**src/rtl/pfd_pkg.sv**
```systemverilog
package pfd_pkg;

    typedef enum logic [1:0] {
        PH_IDLE     = 2'd0,
        PH_REF_LEAD = 2'd1,
        PH_VCO_LEAD = 2'd2
    } phase_state_e;

    typedef struct packed {
        logic vco_rise;
        logic ref_rise;
    } edge_pair_t;

    typedef struct packed {
        logic done;
        logic active;
    } cmp_status_t;

    function automatic int unsigned bits_for(int unsigned maxv);
        return (maxv < 2) ? 1 : $clog2(maxv + 1);
    endfunction

endpackage

```
**src/rtl/pfd_edge_sync.sv**
```systemverilog
module pfd_edge_sync #(
    parameter int STAGES = 2
) (
    input  logic clk,
    input  logic rst,
    input  logic din,
    output logic rise
);
    logic [STAGES-1:0] sh;
    logic              prev_q;
    logic              last;

    generate
        if (STAGES == 1) begin : g_single
            always_ff @(posedge clk) begin
                if (rst) sh <= '0;
                else     sh <= din;
            end
        end else begin : g_chain
            always_ff @(posedge clk) begin
                if (rst) sh <= '0;
                else     sh <= {sh[STAGES-2:0], din};
            end
        end
    endgenerate

    assign last = sh[STAGES-1];

    always_ff @(posedge clk) begin
        if (rst) prev_q <= 1'b0;
        else     prev_q <= last;
    end

    assign rise = last & ~prev_q;
endmodule

```
**src/rtl/pfd_tristate_core.sv**
```systemverilog
module pfd_tristate_core
    import pfd_pkg::*;
#(
    parameter int LOCK_WIN = 8,
    parameter int ERR_W    = 4
) (
    input  logic             clk,
    input  logic             rst,
    input  edge_pair_t       edges,
    output phase_state_e     state,
    output cmp_status_t      status,
    output logic [ERR_W-1:0] err_cnt
);
    localparam logic [ERR_W-1:0] SAT = ERR_W'(LOCK_WIN);

    phase_state_e     st_q, st_d;
    logic [ERR_W-1:0] cnt_q;
    logic             done;

    always_comb begin
        st_d = st_q;
        done = 1'b0;
        unique case (st_q)
            PH_IDLE: begin
                if (edges.ref_rise && edges.vco_rise) done = 1'b1;
                else if (edges.ref_rise)              st_d = PH_REF_LEAD;
                else if (edges.vco_rise)              st_d = PH_VCO_LEAD;
            end
            PH_REF_LEAD: begin
                if (edges.vco_rise) begin
                    st_d = PH_IDLE;
                    done = 1'b1;
                end
            end
            PH_VCO_LEAD: begin
                if (edges.ref_rise) begin
                    st_d = PH_IDLE;
                    done = 1'b1;
                end
            end
            default: st_d = PH_IDLE;
        endcase
    end

    always_ff @(posedge clk) begin
        if (rst) begin
            st_q  <= PH_IDLE;
            cnt_q <= '0;
        end else begin
            st_q <= st_d;
            if (st_q == PH_IDLE)  cnt_q <= '0;
            else if (cnt_q != SAT) cnt_q <= cnt_q + 1'b1;
        end
    end

    assign state         = st_q;
    assign status.done   = done;
    assign status.active = (st_q != PH_IDLE);
    assign err_cnt       = cnt_q;
endmodule

```
**src/rtl/pfd_lock_monitor.sv**
```systemverilog
module pfd_lock_monitor
    import pfd_pkg::*;
#(
    parameter int LOCK_WIN   = 8,
    parameter int RELOCK_CNT = 4,
    parameter int ERR_W      = 4
) (
    input  logic             clk,
    input  logic             rst,
    input  cmp_status_t      status,
    input  logic [ERR_W-1:0] err_cnt,
    output logic             lock_low,
    output logic             unlock
);
    localparam int CLEAN_W = bits_for(RELOCK_CNT - 1);
    localparam logic [ERR_W-1:0]   WIN_V  = ERR_W'(LOCK_WIN);
    localparam logic [CLEAN_W-1:0] LAST_C = CLEAN_W'(RELOCK_CNT - 1);

    logic [CLEAN_W-1:0] clean_q;
    logic               unlock_q;

    assign lock_low = status.active && (err_cnt == WIN_V);

    always_ff @(posedge clk) begin
        if (rst) begin
            unlock_q <= 1'b1;
            clean_q  <= '0;
        end else if (lock_low) begin
            unlock_q <= 1'b1;
            clean_q  <= '0;
        end else if (status.done && unlock_q) begin
            if (clean_q == LAST_C) begin
                unlock_q <= 1'b0;
                clean_q  <= '0;
            end else begin
                clean_q <= clean_q + 1'b1;
            end
        end
    end

    assign unlock = unlock_q;
endmodule

```
**src/rtl/pfd_lock_top.sv**
```systemverilog
module pfd_lock_top
    import pfd_pkg::*;
#(
    parameter int SYNC_STAGES = 2,
    parameter int LOCK_WIN    = 8,
    parameter int RELOCK_CNT  = 4
) (
    input  logic clk,
    input  logic rst,
    input  logic ref_pulse,
    input  logic vco_pulse,
    output logic pump_up_n,
    output logic pump_dn,
    output logic lock_det,
    output logic unlock
);
    localparam int ERR_W = bits_for(LOCK_WIN);

    logic [1:0]       raw;
    logic [1:0]       rise;
    edge_pair_t       edges;
    phase_state_e     state;
    cmp_status_t      status;
    logic [ERR_W-1:0] err_cnt;
    logic             lock_low;

    assign raw = {vco_pulse, ref_pulse};

    generate
        for (genvar i = 0; i < 2; i++) begin : g_in
            pfd_edge_sync #(.STAGES(SYNC_STAGES)) u_sync (
                .clk  (clk),
                .rst  (rst),
                .din  (raw[i]),
                .rise (rise[i])
            );
        end
    endgenerate

    assign edges.ref_rise = rise[0];
    assign edges.vco_rise = rise[1];

    pfd_tristate_core #(.LOCK_WIN(LOCK_WIN), .ERR_W(ERR_W)) u_core (
        .clk     (clk),
        .rst     (rst),
        .edges   (edges),
        .state   (state),
        .status  (status),
        .err_cnt (err_cnt)
    );

    pfd_lock_monitor #(
        .LOCK_WIN(LOCK_WIN), .RELOCK_CNT(RELOCK_CNT), .ERR_W(ERR_W)
    ) u_mon (
        .clk      (clk),
        .rst      (rst),
        .status   (status),
        .err_cnt  (err_cnt),
        .lock_low (lock_low),
        .unlock   (unlock)
    );

    assign pump_up_n = ~(state == PH_REF_LEAD);
    assign pump_dn   = (state == PH_VCO_LEAD);
    assign lock_det  = ~lock_low;
endmodule

```
**config.mk**
```make
export PLATFORM = sky130hd
export DESIGN_NAME = pfd_lock_top
export DESIGN_NICKNAME = d
export VERILOG_FILES = /design/src/rtl/pfd_pkg.sv /design/src/rtl/pfd_edge_sync.sv /design/src/rtl/pfd_tristate_core.sv /design/src/rtl/pfd_lock_monitor.sv /design/src/rtl/pfd_lock_top.sv
export SDC_FILE = /design/constraint.sdc
export NUM_CORES = 1
export LEC_CHECK = 0
export CAP_MARGIN = 15
export CELL_PAD_IN_SITES_DETAIL_PLACEMENT = 0
export CELL_PAD_IN_SITES_GLOBAL_PLACEMENT = 1
export CORE_MARGIN = 3
export CORE_UTILIZATION = 38
export CTS_BUF_LIST = sky130_fd_sc_hd__clkbuf_2 sky130_fd_sc_hd__clkbuf_4 sky130_fd_sc_hd__clkbuf_8
export DETAILED_ROUTE_END_ITERATION = 10
export PLACE_DENSITY_LB_ADDON = 0.1
export SLEW_MARGIN = 20
export SYNTH_ARGS = -nofsm -noshare
export SYNTH_HDL_FRONTEND = slang
export SYNTH_SLANG_ARGS = --single-unit
```
**constraint.sdc**
```tcl
create_clock -name clk -period 1.35 [get_ports clk]
set_clock_uncertainty 0.2 [all_clocks]
set_input_delay 0.27 -clock clk [delete_from_list [all_inputs] [get_ports clk]]
set_output_delay 0.27 -clock clk [all_outputs]
set_load 0.05 [all_outputs]
```
* After elaboration in Yosys (flattened, before gate mapping) *
Index checks and enable logic that the tools add are counted.

word-level totals
  word-level logic and storage cells = 45
  input bits = 4
  output and inout port bits = 4
  register bits after elaboration = 15

operators by class
  add/sub/neg operators = 2
  bitwise gates (word level) = 6
  multiplexer cells = 11
  eq/ne operators = 9
  reductions and logical operators = 9

operators by type and width
  cell                                                    count
  2-to-1 mux 2 bit                                        6
  case mux 2 bit (3 select lines)                         1
  adder 4 x 1 -> 4 bit (second input constant)            1
  equality test 2 bit (second input constant)             2
  equality test 4 bit (second input constant)             1
  inequality test 2 x 1 -> 1 bit (second input constant)  2
  inequality test 4 bit (second input constant)           1
  NOT 1 bit                                               4
  AND reduction 4 bit                                     1
  OR reduction 2 bit                                      2
  logical AND 1 bit                                       3
  2-to-1 mux 1 bit                                        3
  inequality test 3 bit (second input constant)           1
  case mux 1 bit (3 select lines)                         1
  adder 2 x 1 -> 2 bit (second input constant)            1
  bitwise AND 1 bit                                       2
  equality test 2 x 1 -> 1 bit (second input constant)    1
  zero test 2 bit                                         1
  inequality test 2 bit (second input constant)           1
  AND reduction 2 bit                                     1
  nonzero test 2 bit                                      1

* Logic depth before layout (Yosys ltp) *
  depth in word-level cells = 7
  gate-level depth with buffers = 6
  gate-level depth less buffers = 6

* Modules after synthesis *
A second synthesis with hierarchy kept.

second synthesis, totals
  cell total of the unflattened synthesis = 61
  area total of the unflattened synthesis = 655.6 um^2

by module, submodules not included
  module             instances  area each (um^2)  sequential area each (um^2)  cells each
  pfd_tristate_core  1          291.5             120.1                        30
  pfd_edge_sync      2          87.6              60.1                         7
  pfd_lock_monitor   1          170.2             60.1                         14
  pfd_lock_top       1          18.8              0.0                          3

* Worst setup path after synthesis *
OpenSTA, ideal clock, no wires.

  path kind = register to output
  from = register u_core.st_q[0], in the netlist u_core.state[0]
  to = output port lock_det
  buffers on the path = 1
  stages on the path, launching flop included = 3
  arrival = 1.522 ns
  data required time = 0.880 ns
  path slack = -0.642 ns
  cells stage by stage = dfxtp_1 -> buf_6 -> o21ai_0

between the ends
  cells in the longest elaborated chain, start to end = 3

RTL lines
  element                   RTL line                 text
  start: declaration        pfd_tristate_core.sv:16  phase_state_e st_q, st_d;
  start signal: assignment  pfd_tristate_core.sv:50  st_q <= st_d;
  nonzero test 2 bit        pfd_tristate_core.sv:58  assign status.active = (st_q != PH_IDLE);
  logical AND 1 bit         pfd_lock_monitor.sv:22   assign lock_low = status.active && (err_cnt == WIN_V);
  NOT 1 bit                 pfd_lock_top.sv:65       assign lock_det = ~lock_low;
  end: declaration          pfd_lock_top.sv:14       output logic lock_det,

Every way passes these cells.

* Worst setup path after layout *
  from = register u_core.cnt_q[0], in the netlist u_core.err_cnt[0]
  to = output port lock_det

between the ends
  cells in the longest elaborated chain, start to end = 3

RTL lines
  element                   RTL line                 text
  start: declaration        pfd_tristate_core.sv:17  logic [ERR_W-1:0] cnt_q;
  start signal: assignment  pfd_tristate_core.sv:52  else if (cnt_q != SAT) cnt_q <= cnt_q + 1'b1;
  equality test 4 bit       pfd_lock_monitor.sv:22
  logical AND 1 bit         pfd_lock_monitor.sv:22
  NOT 1 bit                 pfd_lock_top.sv:65

Every way passes these cells.

==> metrics <==
flops & latches, synth 15; DRT iter0 DRCs 4; synth cell count leaders 15 x dfxtp_1, 7 x nor2b_1, 6 x nor2_1, 6 x o21ai_0, 4 x inv_1; Syn Area/Cell 9.58 um2; nets@finish 109; period utilization 1.27; r2r setup slk -0.22 ns; Final Max Tran Viols 0; Synthesis Warnings 0; vias in the first global route 550; main area contributors after synthesis dfxtp_1 47%, nor2b_1 6.8%, ha_1 5.8%, o21ai_0 4.7%, buf_6 3.5%; area leader, netlist dfxtp_1; hold-fix buffers at CTS 0; worst setup path category flip-flop to output pin; drt drc 0; unrepaired setup endpoints after global routing yes; I/O Buffers 7; Final Hold Viols 0; Layout area overhead 70.0%; Fmax achieved 584 MHz; failing checks setup timing; Req. time, crit path 0.88 ns; total die area 0.00222 mm2; htree depth 1; Layout fillers 113; Least-Margin Pin Slew 0.295 ns; Placer Congestion 0.674; largest net degree at the start of global routing 9; CTS tree done; Final setup viols 9; Clock Path Buffers 2; final setup margin -0.362 ns; hold crit path type flip-flop to flip-flop; via-per-instance ratio 4.74; DRT antenna net count 0; first-pass GRT wire length 2.37 mm; minimum clock period 1.71 ns; Routed WL 1.40 mm; WP data arrival 1.24 ns; Ports 8; Synth Net Count 74; Max-cap violations 0; Hold WS 0.240 ns; Setup crit end kind output pin; DIE HEIGHT 47.1 um; setup_tns -1.43 ns; CTS root buffer clkbuf_4; status finished with violations; final HPWL from detailed placement 918 um; TritonRoute pass-1 iters 3; Power Total 0.874 mW; worst-skew pair later-pin latency 0.28 ns; Synth cell types 26; grt total ovfl 0; Post-synth EDFFs 0; top-count cell post-synth dfxtp_1; predominant post-synthesis flop cell dfxtp_1; Worst slew margin 0.803; multi-input logic area 392 um2; post-synth top area share 0.468; Syn Inst Count 67; Initial Util 0.416; Num Clock Sinks 15; synthesized area 642 um2; post-synthesis sequential area ratio 0.468; crit path launch type flip-flop; Worst Path Max Fanout 2; initial antenna violation count 0; Antenna Cells 0; routed vias 555; All-Layer GR Usage 0.159; sequential cell area 314 um2; Layout Utilization 0.708; Pleak 0.469 nW; core area 0.00154 mm2; # rows 14; clk slew on worst S/H paths 0.09 ns; share of synthesized registers carrying an async set or reset 0; Die X-Extent 47.1 um; VDD IR max 0.574 mV; Cell Pwr Density 801 mW/mm2; layout cells sized above 1 0.535; CTS buffer count 3; drt wl/cell 12.0 um
## worst paths after layout
check             cells after the start                    to                 start
hold / removal                        1  g_in[1].u_sync.sh[1]  g_in[1].u_sync.sh[0]
hold reg to reg                       1  g_in[1].u_sync.sh[1]  g_in[1].u_sync.sh[0]
setup reg to reg                      7      u_mon.clean_q[1]     u_core.err_cnt[0]
setup / recovery                      6              lock_det     u_core.err_cnt[0]
## cell usage in the layout (no fill, tap or decap)
cell type and count:
o21ai_1 2, o31ai_4 1, buf_4 19, nand3_1 1, dfxtp_4 3, o21a_1 1, ha_4 1, nor2b_4 2
o21bai_1 1, xor2_1 1, nor2_1 5, nor3_1 2, nor2b_1 6, inv_1 2, inv_2 2, clkbuf_4 4
clkdlybuf4s50_1 3, o21ai_4 1, a21oi_1 2, dfxtp_2 2, nand2_1 2, o21ai_2 1, o21ba_4 1, nand2b_1 1
dfxtp_1 10, o21ai_0 4, nand2b_4 1, ha_1 2, buf_12 4, and2b_1 1, or4_1 1, mux2_2 1
nor4_2 1, xnor2_2 1, nand2_4 2, buf_6 6, nor2_4 1
## worst max-delay path: stages, from the launching register on
cell and delay, ns:
dfxtp_2 0.34, inv_2 0.07, ha_4 0.14, nand2_4 0.05
nor2_4 0.13, o21ai_4 0.08, buf_12 0.15
## kinds of logic after synthesis
logic type,share of synthesized area
muxes,0.0175
AOI/OAI and AO/OA,0.135
adders and majority gates,0.0585
DFF,0.468
and+or+nand+nor,0.236
xor gates and xnor gates,0.0273
buffers and inverters,0.0585
## report_power, final
group | switching [mW] | internal [mW]
logic | 0.0612 | 0.0833
registers | 0.00901 | 0.452
clock network | 0.135 | 0.135
## flip-flops by register name (all words and copies together) (netlist names)
name	count
g_in.u_sync.prev_q	2
g_in.u_sync.sh	4
u_core.err_cnt	4
u_core.state	2
u_mon.clean_q	2
u_mon.unlock	1
## stage by stage
step	cells	setup WS [ns]	area, um2
global placement	103	-0.168	895
floorplan	67	-0.0219	674
finish	117	-0.362	1090
global route	117	-0.430	1090
detailed placement	103	-0.173	895
CTS	114	-0.341	1030
## area by class of cell
cell class	count	share of cell area
Timing Repair Buffer	32	0.294
Sequential cell	15	0.288
Inverter	4	0.0138
Clock buffer	4	0.0275
Tap cell	16	0.0183
Multi-Input combinational cell	46	0.359
## what timing repair did
item                                    in CTS  in global routing
resized for setup                           17                  7
endpoints found under the setup margin      10                 10
buffers inserted                             7                  4
pin swaps                                    4                  3
## metal layers
metal  global-route usage  wire length [um]
met5                    0                 0
met2                0.279               796
met1                0.171               553
met4               0.0497                 0
met3               0.0690                50
Note: power is estimated with default switching activity, not from simulation.
